<file path="src/rtl/win_watchdog.sv">
module win_watchdog #(
  parameter int SAMPLE_W = 12,
  parameter int CH_W     = 5,
  parameter int RES_STEP = 2
) (
  input  logic                clk,
  input  logic                rst_n,
  input  logic                smp_valid,
  input  logic [SAMPLE_W-1:0] smp_data,
  input  logic [CH_W-1:0]     smp_chan,
  input  logic [1:0]          smp_res,
  input  logic                cfg_wr,
  input  logic                cfg_en,
  input  logic                cfg_single,
  input  logic [CH_W-1:0]     cfg_chan,
  input  logic [SAMPLE_W-1:0] cfg_hi,
  input  logic [SAMPLE_W-1:0] cfg_lo,
  input  logic                cfg_irq_en,
  input  logic                stat_wr,
  input  logic                stat_clr,
  output logic                flag,
  output logic                irq
);
  localparam logic [SAMPLE_W-1:0] FULL = {SAMPLE_W{1'b1}};

  logic                en_q, single_q, ie_q;
  logic [CH_W-1:0]     chan_q;
  logic [SAMPLE_W-1:0] hi_q, lo_q;
  logic [SAMPLE_W-1:0] eff;
  logic                ch_ok, outside, hit, clr;

  assign eff     = smp_data & (FULL >> (RES_STEP * int'(smp_res)));
  assign ch_ok   = !single_q || (smp_chan == chan_q);
  assign outside = (eff > hi_q) || (eff < lo_q);
  assign hit     = smp_valid && en_q && ch_ok && outside;
  assign clr     = stat_wr && stat_clr;
  assign irq     = flag && ie_q;

  always_ff @(posedge clk or negedge rst_n) begin
    if (!rst_n) begin
      en_q     <= 1'b0;
      single_q <= 1'b0;
      ie_q     <= 1'b0;
      chan_q   <= '0;
      hi_q     <= '0;
      lo_q     <= '0;
    end else if (cfg_wr) begin
      en_q     <= cfg_en;
      single_q <= cfg_single;
      ie_q     <= cfg_irq_en;
      chan_q   <= cfg_chan;
      hi_q     <= cfg_hi;
      lo_q     <= cfg_lo;
    end
  end

  always_ff @(posedge clk or negedge rst_n) begin
    if (!rst_n)   flag <= 1'b0;
    else if (hit) flag <= 1'b1;
    else if (clr) flag <= 1'b0;
  end


  set_flag_chk: assert property (@(posedge clk) disable iff (!rst_n)
    (smp_valid && en_q && ch_ok && (eff > hi_q || eff < lo_q)) |=> flag);


  sticky_chk: assert property (@(posedge clk) disable iff (!rst_n)
    (flag && !(stat_wr && stat_clr)) |=> flag);


  clear_chk: assert property (@(posedge clk) disable iff (!rst_n)
    (stat_wr && stat_clr && !smp_valid) |=> !flag);


  idle_chk: assert property (@(posedge clk) disable iff (!rst_n)
    (!en_q && !flag) |=> !flag);


  other_chan_chk: assert property (@(posedge clk) disable iff (!rst_n)
    (single_q && smp_chan != chan_q && !flag) |=> !flag);


  irq_chk: assert property (@(posedge clk) disable iff (!rst_n)
    irq |-> flag);
endmodule

</file>
<file path="config.mk">
export PLATFORM = sky130hd
export DESIGN_NAME = win_watchdog
export DESIGN_NICKNAME = d
export VERILOG_FILES = /design/src/rtl/win_watchdog.sv
export SDC_FILE = /design/constraint.sdc
export NUM_CORES = 1
export LEC_CHECK = 0
export ABC_AREA = 1
export BUFFER_PORTS_ARGS = -buffer_cell sky130_fd_sc_hd__buf_2
export CAP_MARGIN = 5
export CORE_MARGIN = 3
export CORE_UTILIZATION = 35
export CTS_CLUSTER_SIZE = 25
export DETAILED_ROUTE_END_ITERATION = 16
export PLACE_DENSITY = 0.65
export SYNTH_ARGS = -nofsm -noshare
export SYNTH_HDL_FRONTEND = slang
export SYNTH_SLANG_ARGS = --single-unit
</file>
<file path="constraint.sdc">
create_clock -name clk -period 1.3 [get_ports clk]
set_clock_uncertainty 0.1 [all_clocks]
set_input_delay 0.13 -clock clk [delete_from_list [all_inputs] [get_ports clk]]
set_output_delay 0.13 -clock clk [all_outputs]
set_load 0.02 [all_outputs]
</file>
* Word-level counts from Yosys, hierarchy flattened
Index checks and enable logic that the tools add are counted.
** Word-level totals
- Word-level logic and storage cells :: 23
- Input port bits :: 57
- Output and inout port bits :: 2
- Flip-flop bits (word level) :: 33
** Cells by class
- Bitwise operators :: 1
- Magnitude comparators :: 2
- Reductions and logical operators :: 9
- Muxes and demuxes :: 2
- Shift-type cells :: 1
- Equality and inequality tests :: 1
** Operators by type and width (number)
- bitwise AND 12 bit :: 1
- greater-than comparator 12 bit :: 1
- < comparator 12 bit :: 1
- >> shifter 12 x 3 -> 12 bit (first input constant) :: 1
- == test 5 bit :: 1
- logical AND 1 bit :: 5
- logical OR 1 bit :: 2
- two-way mux 1 bit :: 2
- nonzero test 2 bit :: 1
- logical NOT 1 bit :: 1

* Longest topological paths before layout
Gate-level depths: netlist of the first run.
- Word-level depth :: 6
- Gate-level depth with buffers :: 13
- Depth with buffers taken out :: 13

* Worst setup path after synthesis of the first run
Ideal clock, no wire load.
- Path kind :: in2reg
- From :: in smp_res[0]
- To :: reg flag
- Arrival :: 1.270 ns
- Cell stages on the path :: 11
- Path buffers :: 0
- Data required time :: 1.084 ns
- Slack :: -0.186 ns
- Setup time :: 0.116 ns
- Cells stage by stage :: nor3b_1 ha_1 and3_1 nand2_1 nor2_4 nand3_1 nand3_1 nand2_1 nand2_1 nand2_1 nand2_1
** On the way
- Word-level cells in the longest chain between the ends :: 6
- Elaborated cells on any way between the ends :: 8
** RTL lines
- start, declared :: RTL line 11 : input logic [1:0] smp_res,
- >> shifter 12 x 3 -> 12 bit * :: RTL line 32 : assign eff = smp_data & (FULL >> (RES_STEP * int'(smp_res)));
- bitwise AND 12 bit * :: RTL line 32
- greater-than comparator 12 bit / < comparator 12 bit (equally long branches) :: RTL line 34 : assign outside = (eff > hi_q) || (eff < lo_q);
- logical OR 1 bit * :: RTL line 34
- logical AND 1 bit * :: RTL line 35 : assign hit = smp_valid && en_q && ch_ok && outside;
- two-way mux 1 bit / nonzero test 2 bit (equally long branches)
- end signal, assigned :: RTL line 58 : if (!rst_n) flag <= 1'b0;
- end signal, assigned :: RTL line 59 : else if (hit) flag <= 1'b1;
- end signal, assigned :: RTL line 60 : else if (clr) flag <= 1'b0;
- end, declared :: RTL line 21 : output logic flag,
Mark *: on every way between the ends. The rest lies on a longest branch, timed or not.
A chain may end at the register's enable or synchronous reset.

* Final worst setup path of the first run
- From :: reg hi_q[9]
- To :: reg flag
** On the way
- Word-level cells in the longest chain between the ends :: 4
- Elaborated cells on any way between the ends :: 5
** RTL lines
- start, declared :: RTL line 28 : logic [SAMPLE_W-1:0] hi_q, lo_q;
- start signal, assigned :: RTL line 52 : hi_q <= cfg_hi;
- greater-than comparator 12 bit * :: RTL line 34
- logical OR 1 bit * :: RTL line 34
- logical AND 1 bit * :: RTL line 35
- two-way mux 1 bit / nonzero test 2 bit (equally long branches)
Marks and branches as above.

==> flow_summary.json, run 1 <==
{
  "worst_pin_slew_ps": 381,
  "cts_root_buf": "clkbuf_8",
  "irDropWorstVdd_mv": 0.423,
  "rrSetupSlack_ps": -230,
  "fp-row-count": 26,
  "nNetsFinal": 418,
  "die_y_um": 80.8,
  "vias": 1845,
  "grt_pass1_wl_um": 7480,
  "path_common_cell": "nand2_1",
  "crit_path_end_kind": "flip-flop",
  "cts_htree_levels": 2,
  "dp.cells": 371,
  "worstPathArrival_ps": 1600,
  "r2r_start": "hi_q[9]$_DFFE_PN0P_",
  "path_cells": "inv_2 > ha_4 > and3_4 > nand2_4 > nor2_4 > nand4_1 > nand2_1 > nand2_1 > nand2_1 > nand2_1",
  "die_w_um": 80.8,
  "yosysMostFrequentCell": "nand2_1",
  "drv_slew": 0,
  "synthTopCellsByCount": "52 x nand2_1, 40 x inv_1, 33 x dfrtp_1",
  "slowest_delay_ps": 340,
  "cts_max_path_buffers": 2,
  "path_max_fanout": 3,
  "synth_top_area_share": 0.422,
  "globalRouteTotalUtil": 0.149,
  "cp_data_required_time_ps": 1380,
  "ys_seq_elements": 33,
  "fin_cells": 413,
  "avgViaCountPerCell": 4.47,
  "maxCapViolCount": 0,
  "synthFlopType": "dfrtp_1",
  "wire_per_inst_um": 11.2,
  "worstSetupPathType": "reg2reg",
  "outcome": "finished, violations left",
  "p_per_area_nw_per_um2": 901,
  "period_minus_slack_ps": 1530,
  "clock_latency_ps": 290,
  "synth_fp_nets": 310,
  "synth.distinct_cells": 25,
  "grt_overflow_total": 0,
  "syn_to_final_growth_pct": 49.8,
  "cts_tree": "built",
  "maxClockFrequency_mhz": 655,
  "hold_class": "in2reg",
  "grt_setup_unrepaired": "yes",
  "synth_area_leaders": "dfrtp_1 42%, ha_1 12%, nand2_1 10%",
  "grt_pass1_vias": 1774,
  "globalplace.congestion": 0.835,
  "ys.warnings.count": 0,
  "synth_edf_count": 0,
  "fillers": 519,
  "numCtsBuffers": 5,
  "hp-start": "stat_clr",
  "hold_depth": 4,
  "drive_gt1_frac": 0.329,
  "ant_nets": 0,
  "die-area_um2": 6530,
  "coreArea_um2": 5270,
  "multi_input_area_um2": 1040,
  "seq_area_um2": 826,
  "design_area_um2": 2930,
  "synth_seq_area_share": 0.422,
  "antenna_found_initial": 0,
  "pin_count": 59,
  "numClockSinks": 33,
  "drt_pass1_iterations": 4,
  "fin_ws_ps": -226,
  "synth.avg_cell_area_um2": 8.37,
  "drt_iter0_drc": 71,
  "syn_inst": 234,
  "reg2reg_to": "flag$_DFFE_PN0P_",
  "whs_endpoint": "flag$_DFFE_PN0P_",
  "clk_pin_slew_worst_paths_ps": 70,
  "antennaDiodeCount": 0,
  "post-synth-top-area-cell": "dfrtp_1",
  "initial_core_util": 0.372,
  "placed_cell_area_um2": 2440,
  "grt_max_degree": 25,
  "violations": "setup timing",
  "p_leak_nw": 1.51,
  "dp_slack_ps": -281,
  "cp_slowest_cell": "dfrtp_1",
  "dpl.hpwl_um": 3380,
  "setup_viol": 1,
  "rr_worst_depth": 10,
  "drt-total-wl_um": 4620,
  "port_buffers": 58,
  "synthArstFlopShare": 1.00,
  "drc": 0,
  "syn_area_um2": 1960,
  "cp-start-kind": "flip-flop",
  "post-route-period-util": 1.17,
  "slew_headroom": 0.746,
  "hold_violations": 0
}
==> stage by stage <==
stage,util,setup TNS (ps),total power [mW],hold slack (ps)
3_3_place_gp,0.464,-249,1.79,-32.0
2_1_floorplan,-,-96.3,1.54,-266
3_5_place_dp,0.464,-281,1.80,-32.8
6_report,0.557,-226,2.64,24.6
4_1_cts,0.545,-201,2.63,21.3
5_1_grt,0.557,-342,2.81,56.9
==> worst max-delay path, delay by kind of cell, from the launching register on <==
family / cells / cell delay [ps]
AND/OR/NAND/NOR: 8 / 650
flip-flops: 1 / 340
adder cells (fa/ha/maj): 1 / 260
buffers and inverters: 1 / 50
==> registers in the layout, indices dropped and copies added, names as in the netlist <==
name	cells
chan_q	5
flag	1
hi_q	12
lo_q	12
ie_q	1
single_q	1
en_q	1
==> report_power, final <==
| group | switching [mW] | internal, mW |
|---|---|---|
| clock network | 0.372 | 0.371 |
| registers | 0.0442 | 1.12 |
| logic | 0.353 | 0.376 |
| total | 0.769 | 1.87 |
==> how the worst max path moves through the flow <==
| stage | startpoint | to | cells past startpoint |
|---|---|---|---|
| after floorplan | hi_q[9]$_DFFE_PN0P_ | flag$_DFFE_PN0P_ | 11 |
| after global placement | smp_res[1] | flag$_DFFE_PN0P_ | 11 |
| after detailed placement | smp_res[1] | flag$_DFFE_PN0P_ | 11 |
| after CTS | hi_q[9]$_DFFE_PN0P_ | flag$_DFFE_PN0P_ | 11 |
| after global routing | hi_q[3]$_DFFE_PN0P_ | flag$_DFFE_PN0P_ | 10 |
| final | hi_q[9]$_DFFE_PN0P_ | flag$_DFFE_PN0P_ | 10 |
==> cells by family (layout without fill, tap and decap cells) <==
logic type                 Yosys count  in the layout  synth area share
xor gates and xnor gates             5              5            0.0224
DFF                                 33             33             0.422
muxes                                8              8            0.0460
and+or+nand+nor                     86             86             0.202
AOI/OAI and AO/OA                   36             36            0.0958
buffers and inverters               47            156            0.0907
adders and majority gates           19             19             0.121
==> layout by cell type, fill, tap and decap left out, types with 2 or more instances in the layout <==
cell type      netlist  layout
clkbuf_8             0       5
inv_2                1       5
mux2_2               8       8
buf_2                1      58
clkinv_2             0       2
nand4_1              5       5
nor2_1               9       8
o21ai_1              1       2
nand3_1              8       7
dlygate4sd3_1        0      33
xor2_1               2       2
nand2_1             52      51
nor2_2               2       3
ha_1                19      14
o21bai_1             3       3
nand3_2              3       4
o21ai_0             27      26
xnor2_1              3       3
buf_4                0      16
a21oi_1              5       5
inv_1               40      36
nand2_2              2       2
dfrtp_1             33      33
ha_4                 0       5
==> per-layer routing <==
| layer | track usage | vias to the layer above | part of all wire |
|---|---|---|---|
| met2 | 0.257 | 42 | 0.50 |
| met3 | 0.0355 | 7 | 0.049 |
| met5 | 0 | - | 0 |
| met4 | 0.0625 | 0 | 0.019 |
| li1 | - | 961 | - |
| met1 | 0.178 | 835 | 0.43 |
==> what timing repair did <==
action / 4_1_cts / 5_1_grt
hold buffers: 33 / 0
gates resized for setup: 2 / 11
pin swaps: 0 / 6
buffers inserted: 0 / 1
endpoints found under the setup margin: 1 / 1
endpoints found under the hold margin: 51 / 0
==> cell type report <==
type,count,share of cell area
clock buffer,6,0.0247
clock inverter,2,0.00341
inverter,41,0.0525
multi-input combinational,154,0.355
sequential,33,0.282
tap,70,0.0299
timing repair buffer,107,0.253
No activity file was read; power rests on OpenSTA's default activity.
==> inputs of run 2 (changes only) <==
--- a/config.mk
+++ b/config.mk
@@ -6,12 +6,15 @@
 export NUM_CORES = 1
 export LEC_CHECK = 0
 export ABC_AREA = 1
+export ABC_CLOCK_PERIOD_IN_PS = 1300
 export BUFFER_PORTS_ARGS = -buffer_cell sky130_fd_sc_hd__buf_2
 export CAP_MARGIN = 5
 export CORE_MARGIN = 3
 export CORE_UTILIZATION = 35
+export CTS_BUF_LIST = sky130_fd_sc_hd__clkbuf_8
 export CTS_CLUSTER_SIZE = 25
 export DETAILED_ROUTE_END_ITERATION = 16
+export HOLD_SLACK_MARGIN = 0.06
 export PLACE_DENSITY = 0.65
 export SYNTH_ARGS = -nofsm -noshare
 export SYNTH_HDL_FRONTEND = slang
==> run 2 against run 1 <==
The run still ends with setup timing left. Combinational power about the same. Sequential share of layout area down 0.19 points. Largest power group unchanged. Critical path depth unchanged. Cell count up 0.48%. Sequential power about the same. Maximum frequency down 0.35%. Critical path type unchanged. Largest cell class unchanged.
==> flow_summary.json, run 2 (synthesis gave the netlist of run 1 again) <==
{
  "final_common_cell": "buf_2",
  "rrSetupSlack_ps": -230,
  "dp_slack_ps": -281,
  "port_buffers": 58,
  "numClockSinks": 33,
  "worstPathArrival_ps": 1600,
  "violations": "setup timing",
  "path_max_fanout": 3,
  "wire_per_inst_um": 11.1,
  "sw_frac_of_total": 0.290,
  "final_cell_mix": "58 x buf_2, 51 x nand2_1, 37 x inv_1",
  "period_minus_slack_ps": 1530,
  "clock_latency_ps": 280,
  "hold_violations": 0,
  "design_area_um2": 2950,
  "grt_pass1_wl_um": 7510,
  "reg_top3": "hi_q x12, lo_q x12, chan_q x5",
  "irDropWorstVdd_mv": 0.420,
  "fp-row-count": 26,
  "die_w_um": 80.8,
  "cts_htree_levels": 2,
  "coreArea_um2": 5270,
  "worst_pin_slew_ps": 380,
  "drt_iter0_drc": 81,
  "seqPwrFrac": 0.444,
  "antenna_found_initial": 0,
  "grt_setup_unrepaired": "yes",
  "die_y_um": 80.8,
  "grt_max_degree": 25,
  "placed_cell_area_um2": 2440,
  "avgViaCountPerCell": 4.44,
  "fillers": 517,
  "nNetsFinal": 420,
  "slew_headroom": 0.746,
  "p_leak_nw": 1.52,
  "maxCapViolCount": 0,
  "die-area_um2": 6530,
  "cts_root_buf": "clkbuf_8",
  "outcome": "finished, violations left",
  "combPwrFrac": 0.279,
  "crit_path_end_kind": "flip-flop",
  "drc": 0,
  "cts_tree": "built",
  "drv_slew": 0,
  "ant_nets": 0,
  "numCtsBuffers": 5,
  "intPower_mw": 1.87,
  "cts_max_path_buffers": 2,
  "drive_gt1_frac": 0.328,
  "initial_core_util": 0.372,
  "drt-total-wl_um": 4610,
  "fin_ws_ps": -231,
  "maxClockFrequency_mhz": 653,
  "cp_data_required_time_ps": 1370,
  "vias": 1843,
  "final_util": 0.560,
  "power.switching_mw": 0.762,
  "clk_pin_slew_worst_paths_ps": 70,
  "globalplace.congestion": 0.835,
  "cp-start-kind": "flip-flop",
  "whs_ps": 80.0,
  "hold_class": "in2reg",
  "globalRouteTotalUtil": 0.150,
  "syn_to_final_growth_pct": 50.8,
  "p_clk_frac": 0.277,
  "tns_ps": -231,
  "p_per_area_nw_per_um2": 891,
  "setup_viol": 1,
  "dpl.hpwl_um": 3380,
  "grt_pass1_vias": 1774,
  "pin_count": 59,
  "grt_overflow_total": 0,
  "post-route-period-util": 1.18,
  "antennaDiodeCount": 0,
  "drt_pass1_iterations": 4,
  "worstSetupPathType": "reg2reg"
}
-- run 2: cell count changes in the layout (fill, tap and decap cells not counted), sizes merged --
cell | before | now
clkbuf | 6 | 5
inv | 41 | 42
dlygate4sd3 | 33 | 35
-- run 2: routing by layer --
metal  vias up  track usage  share of wire
li1        965            -              -
met3         7       0.0355          0.047
met2        40        0.255           0.50
met4         0       0.0625          0.019
met5         -            0              0
met1       831        0.181           0.44
-- run 2: stage by stage --
stage                     total power, mW  instances
final                                2.63        415
after global routing                 2.81        415
after global placement               1.79        371
after detailed placement             1.80        371
after floorplan                      1.54        234
after CTS                            2.62        414
-- run 2: worst paths after layout --
| check | startpoint | to | cells past startpoint |
|---|---|---|---|
| setup reg to reg | hi_q[9]$_DFFE_PN0P_ | flag$_DFFE_PN0P_ | 10 |
| setup / recovery | hi_q[9]$_DFFE_PN0P_ | flag$_DFFE_PN0P_ | 10 |
| hold reg to reg | single_q$_DFFE_PN0P_ | single_q$_DFFE_PN0P_ | 1 |
| min in group asynchronous | rst_n | lo_q[9]$_DFFE_PN0P_ | 2 |
| max in group asynchronous | rst_n | ie_q$_DFFE_PN0P_ | 3 |
| hold / removal | smp_valid | flag$_DFFE_PN0P_ | 5 |
-- run 2: what timing repair did --
action                     4_1_cts  5_1_grt
setup endpoints to repair        1        1
hold buffers                    35        0
setup buffers                    0        1
gates cloned                     0        0
pin swaps                        0        6
resized for setup                2       11
hold endpoints to repair        66        0
-- run 2: worst max-delay path, cell delays in order (launching register included) --
cell	delay, ps
dfrtp_1	340
inv_2	50
ha_4	260
and3_4	180
nand2_4	50
nor2_4	120
nand4_1	100
nand2_1	70
nand2_1	40
nand2_1	50
nand2_1	40
-- run 2: power groups by stage --
stage               combinational, mW  sequential [mW]  clock, mW
floorplan                       0.356             1.18          0
global placement                0.603             1.18          0
detailed placement              0.613             1.19          0
CTS                             0.704             1.17      0.752
global route                    0.834             1.18      0.796
finish                          0.733             1.17      0.729
-- run 2: layout make-up --
type                            count  area, µm²  share of cell area
Tap cell                           70       87.6              0.0297
Sequential cell                    33        826               0.280
Multi-Input combinational cell    154       1040               0.353
Clock inverter                      3       13.8             0.00466
Clock buffer                        5       68.8              0.0233
Timing Repair Buffer              109        761               0.258
Inverter                           41        154              0.0521
